`config.mk`:
```
export PLATFORM = sky130hd
export DESIGN_NAME = seq_divider
export DESIGN_NICKNAME = d
export VERILOG_FILES = /design/src/rtl/div_pkg.sv /design/src/rtl/div_ctrl.sv /design/src/rtl/div_step.sv /design/src/rtl/div_fix.sv /design/src/rtl/seq_divider.sv
export SDC_FILE = /design/constraint.sdc
export NUM_CORES = 1
export LEC_CHECK = 0
export ABC_CLOCK_PERIOD_IN_PS = 2700
export CAP_MARGIN = 40
export CORE_MARGIN = 1
export CORE_UTILIZATION = 50
export DETAILED_ROUTE_END_ITERATION = 12
export PLACE_DENSITY = 0.74
export SLEW_MARGIN = 20
export SYNTH_ARGS = -nofsm -noshare
export SYNTH_HDL_FRONTEND = slang
export SYNTH_SLANG_ARGS = --single-unit
```
`constraint.sdc`:
```
create_clock -name clk -period 2.7 [get_ports clk]
set_input_delay 0.405 -clock clk [delete_from_list [all_inputs] [get_ports clk]]
set_output_delay 0.405 -clock clk [all_outputs]
set_load 0.1 [all_outputs]
```
`src/rtl/div_pkg.sv`:
```
package div_pkg;
  typedef enum logic [1:0] {
    ST_IDLE = 2'd0,
    ST_RUN  = 2'd1,
    ST_FIX  = 2'd2
  } div_state_e;
endpackage

```
`src/rtl/div_ctrl.sv`:
```
module div_ctrl #(
  parameter int WIDTH = 4
) (
  input  logic clk,
  input  logic rst_n,
  input  logic start,
  output logic load,
  output logic step_en,
  output logic fix_en,
  output logic busy
);
  import div_pkg::*;
  localparam int CW = $clog2(WIDTH + 1);

  div_state_e       state;
  logic [CW-1:0]    left;

  assign load    = (state == ST_IDLE) && start;
  assign step_en = (state == ST_RUN);
  assign fix_en  = (state == ST_FIX);
  assign busy    = (state != ST_IDLE);

  always_ff @(posedge clk or negedge rst_n) begin
    if (!rst_n) begin
      state <= ST_IDLE;
      left  <= '0;
    end else begin
      case (state)
        ST_IDLE: if (start) begin
          state <= ST_RUN;
          left  <= CW'(WIDTH);
        end
        ST_RUN: begin
          left <= left - 1'b1;
          if (left == CW'(1)) state <= ST_FIX;
        end
        ST_FIX:  state <= ST_IDLE;
        default: state <= ST_IDLE;
      endcase
    end
  end
endmodule

```
`src/rtl/div_step.sv`:
```
module div_step #(
  parameter int WIDTH     = 4,
  parameter bit RESTORING = 1'b0
) (
  input  logic [WIDTH:0]   a_in,
  input  logic [WIDTH-1:0] q_in,
  input  logic [WIDTH-1:0] m,
  output logic [WIDTH:0]   a_out,
  output logic [WIDTH-1:0] q_out
);
  logic [WIDTH:0]   a_sh;
  logic [WIDTH-1:0] q_sh;
  logic [WIDTH:0]   m_ext;

  assign {a_sh, q_sh} = {a_in[WIDTH-1:0], q_in, 1'b0};
  assign m_ext        = {1'b0, m};

  generate
    if (RESTORING) begin : g_restore
      logic [WIDTH:0] trial;
      assign trial = a_sh - m_ext;
      always_comb begin
        if (trial[WIDTH]) begin
          a_out = a_sh;
          q_out = q_sh;
        end else begin
          a_out = trial;
          q_out = q_sh | WIDTH'(1);
        end
      end
    end else begin : g_nonrestore
      always_comb begin
        if (a_in[WIDTH]) a_out = a_sh + m_ext;
        else             a_out = a_sh - m_ext;
        q_out = q_sh | WIDTH'(!a_out[WIDTH]);
      end
    end
  endgenerate
endmodule

```
`src/rtl/div_fix.sv`:
```
module div_fix #(
  parameter int WIDTH     = 4,
  parameter bit RESTORING = 1'b0
) (
  input  logic [WIDTH:0]   a_in,
  input  logic [WIDTH-1:0] m,
  output logic [WIDTH-1:0] rem
);
  generate
    if (RESTORING) begin : g_pass
      assign rem = a_in[WIDTH-1:0];
    end else begin : g_correct
      logic [WIDTH:0] sum;
      assign sum = a_in + {1'b0, m};
      assign rem = a_in[WIDTH] ? sum[WIDTH-1:0] : a_in[WIDTH-1:0];
    end
  endgenerate
endmodule

```
`src/rtl/seq_divider.sv`:
```
module seq_divider #(
  parameter int WIDTH     = 4,
  parameter bit RESTORING = 1'b0
) (
  input  logic             clk,
  input  logic             rst_n,
  input  logic             start,
  input  logic [WIDTH-1:0] dividend,
  input  logic [WIDTH-1:0] divisor,
  output logic             busy,
  output logic             done,
  output logic             div_zero,
  output logic [WIDTH-1:0] quotient,
  output logic [WIDTH-1:0] remainder
);
  logic             load, step_en, fix_en;
  logic [WIDTH:0]   a_q, a_nx;
  logic [WIDTH-1:0] q_q, q_nx, m_q, rem_fix;
  logic             zero_q;

  div_ctrl #(.WIDTH(WIDTH)) u_ctrl (
    .clk(clk), .rst_n(rst_n), .start(start),
    .load(load), .step_en(step_en), .fix_en(fix_en), .busy(busy)
  );

  div_step #(.WIDTH(WIDTH), .RESTORING(RESTORING)) u_step (
    .a_in(a_q), .q_in(q_q), .m(m_q), .a_out(a_nx), .q_out(q_nx)
  );

  div_fix #(.WIDTH(WIDTH), .RESTORING(RESTORING)) u_fix (
    .a_in(a_q), .m(m_q), .rem(rem_fix)
  );

  always_ff @(posedge clk or negedge rst_n) begin
    if (!rst_n) begin
      a_q    <= '0;
      q_q    <= '0;
      m_q    <= '0;
      zero_q <= 1'b0;
    end else if (load) begin
      a_q    <= '0;
      q_q    <= dividend;
      m_q    <= divisor;
      zero_q <= (divisor == '0);
    end else if (step_en) begin
      a_q <= a_nx;
      q_q <= q_nx;
    end
  end

  always_ff @(posedge clk or negedge rst_n) begin
    if (!rst_n) begin
      done      <= 1'b0;
      div_zero  <= 1'b0;
      quotient  <= '0;
      remainder <= '0;
    end else begin
      done <= fix_en;
      if (fix_en) begin
        quotient  <= q_q;
        remainder <= rem_fix;
        div_zero  <= zero_q;
      end
    end
  end
endmodule

```
## After elaboration in Yosys (flattened, before gate mapping)

Index checks and enable logic that the tools add are counted.

| word-level totals | value |
|---|---|
| register bits after elaboration | 29 |
| latch bits | 0 |
| RAM bits | 0 |
| memory bits (read-only) | 0 |
| bits of input ports | 11 |
| output and inout port bits | 11 |
| logic and storage cells | 40 |
| memories | 0 |

| operators by class | value |
|---|---|
| add/subtract/negate cells | 4 |
| $mul | 0 |
| divide/modulo/power cells | 0 |
| order comparisons | 0 |
| equality and inequality tests | 5 |
| shift operators | 0 |
| muxes and demuxes | 11 |
| bitwise gates (word level) | 1 |
| reduce and logical (&&, ||, !) cells | 9 |

Operators by type and width:

| cell | count |
|---|---|
| two-way mux 5 bit | 3 |
| two-way mux 4 bit | 3 |
| one-hot mux 3 bit (2 select lines) | 1 |
| nonzero test 2 bit | 3 |
| adder 5 x 4 -> 5 bit | 1 |
| subtractor 5 x 4 -> 5 bit | 1 |
| adder 4 bit | 1 |
| logical NOT 4 bit | 1 |
| two-way mux 2 bit | 2 |
| bitwise OR 4 x 1 -> 4 bit | 1 |
| one-hot mux 2 bit (2 select lines) | 1 |
| AND reduction 2 bit | 2 |
| equality test 3 x 1 -> 1 bit (second input constant) | 1 |
| two-way mux 3 bit | 1 |
| subtractor 3 x 1 -> 3 bit (second input constant) | 1 |
| equality test 2 x 1 -> 1 bit (second input constant) | 1 |
| equality test 2 bit (second input constant) | 1 |
| logical NOT 2 bit | 1 |
| inequality test 2 x 1 -> 1 bit (second input constant) | 1 |
| inequality test 2 bit (second input constant) | 1 |
| logical AND 1 bit | 1 |
| logical NOT 1 bit | 1 |

## Depth between registers and ports, before layout

Gate-level depths: netlist of run 1.

| depth | value |
|---|---|
| word-level depth | 6 |
| mapped depth | 9 |
| gate-level depth less buffers | 9 |

## Cells and area by module

A second synthesis of run 1 with hierarchy kept.

| second synthesis, totals | value |
|---|---|
| cell total of the unflattened synthesis | 143 |
| area, all modules | 1756.7 um^2 |

Modules (own cells, without submodules):

| module | instances | cells each | area each (um^2) | seq. area each (um^2) |
|---|---|---|---|---|
| seq_divider | 1 | 65 | 1019.7 | 600.6 |
| div_ctrl | 1 | 24 | 259.0 | 125.1 |
| div_step | 1 | 27 | 257.7 | 0.0 |
| div_fix | 1 | 27 | 220.2 | 0.0 |

## Worst setup path before layout of run 1

No wires, ideal clock.

| timing | value |
|---|---|
| path type | flip-flop to flip-flop |
| from | reg m_q[1] |
| to | reg a_q[4] |
| library setup time | 120 ps |
| arrival | 1868 ps |
| required time | 2580 ps |
| path slack | 712 ps |
| stages on the path, launching flop included | 9 |
| path buffers | 0 |
| clock period less this slack | 1988 ps |
| path through | dfrtp_1 inv_1 ha_1 mux2_2 fa_1 nand3_1 and3_2 mux2i_1 o211a_1 |

| on the way | value |
|---|---|
| word-level cells in the longest chain between the ends | 4 |
| elaborated cells between the ends (all ways) | 5 |
| classes of those cells | 2 x add/sub; 3 x mux |

Ends and longest elaborated chain:

| item | RTL line | source |
|---|---|---|
| start, declared | seq_divider.sv:18 | `logic [WIDTH-1:0] q_q, q_nx, m_q, rem_fix;` |
| start signal, assigned | seq_divider.sv:43 | `m_q <= divisor;` |
| subtractor 5 x 4 -> 5 bit / adder 5 x 4 -> 5 bit (equally long branches) | div_step.sv:34, div_step.sv:33 |  |
| two-way mux 5 bit * | div_step.sv:33 | `if (a_in[WIDTH]) a_out = a_sh + m_ext;` |
| two-way mux 5 bit * | seq_divider.sv:45 | `end else if (step_en) begin` |
| two-way mux 5 bit * | seq_divider.sv:40 | `end else if (load) begin` |
| end signal, assigned | seq_divider.sv:46 | `a_q <= a_nx;` |
| end, declared | seq_divider.sv:17 | `logic [WIDTH:0] a_q, a_nx;` |

Every way passes the cells marked *; elsewhere a longest branch is shown, timed or not. The select of a mux whose other input is x is not followed.
A chain may end at the register's enable or synchronous reset.

## Worst setup path after layout of run 1

Same ends and word-level chain as after synthesis.

==> results of run 1 <==
registers in the layout, indices dropped and copies added, names as in the netlist:
register / count
a_q: 5
div_zero: 1
done: 1
m_q: 4
q_q: 4
quotient: 4
remainder: 4
u_ctrl.left: 3
u_ctrl.state: 2
zero_q: 1
synthesized netlist by cell type (all sizes together) (2+ instances only):
master / number / area [sq um]
clkbuf: 3 / 31.3
and3: 2 / 13.8
dfrtp: 29 / 726
a21oi: 5 / 25.0
o31ai: 2 / 15.0
or4: 2 / 15.0
a22oi: 3 / 22.5
nor2: 6 / 22.5
xnor2: 2 / 17.5
inv: 9 / 33.8
mux2i: 3 / 30.0
o21ai: 14 / 70.1
and2: 2 / 12.5
fa: 2 / 40.0
xor2: 3 / 26.3
mux2: 6 / 67.6
ha: 10 / 125
nand2: 25 / 93.8
nand3: 7 / 35.0
buf: 3 / 21.3
layer usage:
metal  vias to the layer above  share of wire
met4                         0          0.024
met1                       562           0.43
met2                        18           0.51
li1                        571              -
met5                         -              0
met3                        10          0.033
stage by stage:
step | cells | hold WS, ns | util | worst slack (ns) | area, sq um
3_3_place_gp | 200 | 0.464 | 0.612 | 0.664 | 1750
4_1_cts | 206 | 0.460 | 0.627 | 0.574 | 1790
2_1_floorplan | 152 | 0.109 | - | 0.712 | 1560
3_5_place_dp | 200 | 0.484 | 0.612 | 0.594 | 1750
6_report | 206 | 0.449 | 0.627 | 0.581 | 1790
5_1_grt | 206 | 0.490 | 0.627 | 0.461 | 1790
cell families (layout without fill, tap and decap cells):
kind of cell	Yosys count	after routing
flip-flops	29	29
adder cells (fa/ha/maj)	12	12
buffers and inverters	15	38
multiplexers	9	9
XOR/XNOR	5	5
AND/OR/NAND/NOR	53	53
AO/OA/AOI/OAI	29	29
critical path, stage by stage (launching register included):
cell and delay, ns:
dfrtp_1 0.42, inv_1 0.14, ha_1 0.24, mux2_2 0.29
fa_1 0.42, nand3_1 0.11, and3_2 0.17, mux2i_1 0.08
o211a_1 0.14
how the worst min path moves through the flow:
stage,cells past startpoint,end,slack [ns]
after global placement,2,zero_q,0.46
after floorplan,0,a_q[0],0.11
after global routing,2,remainder[1],0.49
final,2,remainder[2],0.45
after detailed placement,2,remainder[0],0.48
after CTS,2,remainder[2],0.46
cell type report:
type	count	area, sq um	area share
well taps	31	38.8	0.0217
inverters	9	33.8	0.0189
clock buffers	5	37.5	0.0210
repair buffers	23	198	0.111
multi-input cells	108	749	0.419
clock inverters	1	5.00	0.00280
flip-flops and latches	29	726	0.406
==> impl_metrics.yaml, run 1 <==
sta:
  skew_ns: 0.00726
  drv_slew: 0
  fmax_ghz: 0.472
  fin_setup_tns_ns: 0
  period_share: 0.785
  rsz0062_at_grt: "false"
  setup_violations: 0
  worst_pin_slew_ns: 0.510
  period_needed_ns: 2.12
  finalHoldViolCount: 0
  slew_headroom: 0.660
clock_tree:
  clock_latency_ns: 0.32
  tritoncts: "built"
  ctsHoldBuffers: 0
  cts-root-buf: "clkbuf_4"
  clock_path_buffers: 2
  clkSinkCount: 29
  ctsHtreeMaxLevel: 2
  cts_buffers: 5
  ctsResizeCount: 0
  clk_pin_slew_ns: 0.09
  postCtsSetupBuffers: 0
worst_setup_path:
  critPathKind: "flip-flop to flip-flop"
  reg2reg_depth: 8
  endpoint_kind: "flip-flop"
  r2r-end: "a_q[4]"
  ff2ff_setup_slack_ns: 0.58
  r2r_start: "m_q[1]"
  cp.required_ns: 2.92
  cp-start-kind: "flip-flop"
  arrival_ns: 2.34
  cp-startpoint: "m_q[1]"
  crit_path_end: "a_q[4]"
  crit_fanout: 4
synth:
  async_reset_ff_frac: 1.00
  ys_warn_count: 0
  synth_cells: 152
  ys_seq_area_frac: 0.465
  synth_top_family_by_area: "simple AND/OR/NAND/NOR gates"
  synth_mux_area_frac: 0.0625
  syn-cell-area_sq_um: 1560
  synth-compound-area-share: 0.113
  yosys.area_share.adder: 0.106
  ys_ff_latch: 29
  ys_types: 37
  synthXorXnorAreaFrac: 0.0280
  ys.flop_type: "dfrtp_1"
  synth_nets: 175
  synth_area_per_cell_sq_um: 10.3
  synth_edf_count: 0
  synthSimpleGateAreaFrac: 0.171
floorplanning:
  dieWidth_um: 57.9
  die_h_um: 57.9
  core_area_sq_um: 2850
  initial_core_util: 0.547
  ios: 22
  dieArea_sq_um: 3350
  row_count: 19
finish:
  final_cell_mix: "dfrtp_1, nand2_1, o21ai_0, buf_4"
  antenna_cells: 0
  area_growth_pct: 14.5
  nFillCells: 251
  drive_gt1_frac: 0.177
  mostFrequentLayoutCell: "dfrtp_1"
  fin_nets: 199
global_route:
  grt_pass1_vias: 1204
  grt_max_degree: 30
  grt_pass1_wl_um: 5420
  top_usage_layer: "met2"
  use_met2: 0.371
  grt_util_all_layers: 0.220
  gr-usage-met1: 0.256
  gr-usage-met3: 0.0625
  overflow: 0
  grt_antenna_before_repair: 0
placed_design:
  port-buffer-count: 21
  gp_congestion: 0.866
  post-dp-hpwl_um: 2240
drt:
  dr.first_iter.drc_count: 23
  wl_per_cell_um: 14.7
  vias_per_cell: 5.64
  ant_nets: 0
  num_vias: 1161
  wirelength_um: 3030
  first_pass_iters: 8
  route.detailed.drc: 1
run_status:
  status: "complete, but fails checks"
  violations: "DRC"
worst_hold_path:
  hold_class: "input pin to async pin"
run:
  max_cap_violations: 0
Power of run 1 is not shown: default switching activity piles up to over one toggle a cycle in this logic, so the estimate is an artifact.
==> inputs of run 2 (changes only) <==
--- a/config.mk
+++ b/config.mk
@@ -5,10 +5,10 @@
 export SDC_FILE = /design/constraint.sdc
 export NUM_CORES = 1
 export LEC_CHECK = 0
-export ABC_CLOCK_PERIOD_IN_PS = 2700
+export ABC_CLOCK_PERIOD_IN_PS = 1800
 export CAP_MARGIN = 40
 export CORE_MARGIN = 1
-export CORE_UTILIZATION = 50
+export CORE_UTILIZATION = 48
 export DETAILED_ROUTE_END_ITERATION = 12
 export PLACE_DENSITY = 0.74
 export SLEW_MARGIN = 20
==> constraint.sdc (replaced) <==
create_clock -name clk -period 1.8 [get_ports clk]
set_input_delay 0.27 -clock clk [delete_from_list [all_inputs] [get_ports clk]]
set_output_delay 0.27 -clock clk [all_outputs]
set_load 0.1 [all_outputs]
==> impl_metrics.yaml, run 2 (synthesis gave the netlist of run 1 again) <==
run_status:
  status: "complete, but fails checks"
  violations: "setup timing"
drt:
  first_pass_iters: 4
  vias_per_cell: 5.28
  wl_per_cell_um: 15.2
  num_vias: 1261
  route.detailed.drc: 0
  dr.first_iter.drc_count: 52
  ant_nets: 0
  wirelength_um: 3640
finish:
  area_growth_pct: 35.6
  fin_util: 0.688
  antenna_cells: 0
  drive_gt1_frac: 0.354
  fin_nets: 217
  max_flop_register: "a_q"
  nFillCells: 250
  largest_register_ffs: 5
  final_cell_mix: "dfrtp_1, buf_4, nand2_1, clkdlybuf4s50_1, o21ai_0"
global_route:
  grt_max_degree: 30
  grt_util_all_layers: 0.241
  grt_pass1_wl_um: 5930
  grt_antenna_before_repair: 0
  overflow: 0
  grt_pass1_vias: 1317
worst_setup_path:
  critical_path.max_stage_delay_ns: 0.43
  arrival_ns: 2.22
  endpoint_kind: "flip-flop"
  critPathKind: "flip-flop to flip-flop"
  crit_chain: "nor3_2, nor2_1, xor2_1, ha_1, a21oi_2, and3_4, mux2i_1, o211a_1"
  cp.required_ns: 2.04
  cp-start-kind: "flip-flop"
  cpMaxStageDelayCell: "dfrtp_1"
  crit_fanout: 3
  cp_num_buf_inv: 0
  crit_family: "simple AND/OR/NAND/NOR gates"
clock_tree:
  cts_buffers: 5
  cts-root-buf: "clkbuf_4"
  clock_latency_ns: 0.34
  clk_pin_slew_ns: 0.09
  ctsHtreeMaxLevel: 2
  clkSinkCount: 29
  tritoncts: "built"
  clock_path_buffers: 2
floorplanning:
  dieArea_sq_um: 3490
  die_h_um: 59.0
  core_area_sq_um: 3080
  ios: 22
  initial_core_util: 0.507
  dieWidth_um: 59.0
  row_count: 20
placed_design:
  gp_congestion: 0.900
  post-dp-hpwl_um: 2380
  port-buffer-count: 21
worst_hold_path:
  hold_class: "input pin to async pin"
sta:
  period_needed_ns: 1.99
  worst_slack_ns: -0.185
  rsz0062_at_grt: "true"
  setup_violations: 5
  period_share: 1.10
  slew_headroom: 0.626
  finalHoldViolCount: 0
  drv_slew: 0
  worst_pin_slew_ns: 0.561
  skew_ns: 0.00682
  fmax_ghz: 0.504
run:
  max_cap_violations: 0
-- run 2: cell types whose count changed in the layout (fill, tap and decap cells not counted), moves of 3 or more --
| cell | previous run | this run |
|---|---|---|
| buf_4 | 13 | 28 |
| o21ai_0 | 14 | 9 |
| o21ai_1 | 0 | 5 |
| a21oi_1 | 5 | 1 |
| a21oi_2 | 0 | 3 |
| ha_1 | 10 | 7 |
| ha_4 | 0 | 3 |
-- run 2: routing by layer --
layer,GRT usage,vias to the layer above,share of wire,wire length (um)
met1,0.275,621,0.41,1510
li1,-,605,-,-
met5,0,-,0,0
met2,0.391,27,0.53,1930
met4,0.143,0,0.020,74
met3,0.0852,8,0.035,128
-- run 2: layout make-up --
type | instances | area, sq um | area share
clock buffer | 7 | 55.1 | 0.0260
clock inverter | 1 | 30.0 | 0.0142
inverter | 9 | 33.8 | 0.0160
multi-input combinational | 108 | 863 | 0.408
sequential | 29 | 727 | 0.343
tap | 44 | 55.1 | 0.0260
timing repair buffer | 41 | 353 | 0.167
-- run 2: worst paths after layout --
path	start	slack, ns	cells past startpoint	endpoint
worst max register to register	m_q[0]	-0.19	8	a_q[4]
worst max-delay path	m_q[0]	-0.19	8	a_q[4]
min in group clk	divisor[2]	0.48	3	m_q[2]
worst min-delay path	rst_n	0.30	2	a_q[1]
max in group asynchronous	rst_n	1.19	2	m_q[2]
worst min register to register	remainder[1]	0.49	2	remainder[1]
-- run 2: per-stage QoR --
step / setup TNS (ns) / worst slack, ns / hold WS, ns / area (sq um) / cells
after CTS: -0.298 / -0.0960 / 0.310 / 2060 / 239
final: -0.610 / -0.185 / 0.303 / 2120 / 239
after global routing: -1.16 / -0.299 / 0.332 / 2120 / 239
after detailed placement: -0.335 / -0.141 / 0.472 / 1890 / 226
after global placement: -0.177 / -0.0676 / 0.462 / 1890 / 226
after floorplan: -0.0849 / -0.0466 / -0.0256 / 1580 / 152
-- run 2: timing repair --
| item | CTS | global route |
|---|---|---|
| buffers inserted | 5 | 1 |
| setup endpoints to repair | 4 | 8 |
| resized for setup | 9 | 16 |
| hold buffers | 0 | 0 |
| pin swaps | 4 | 8 |
Power of run 2 is left out for the same reason.
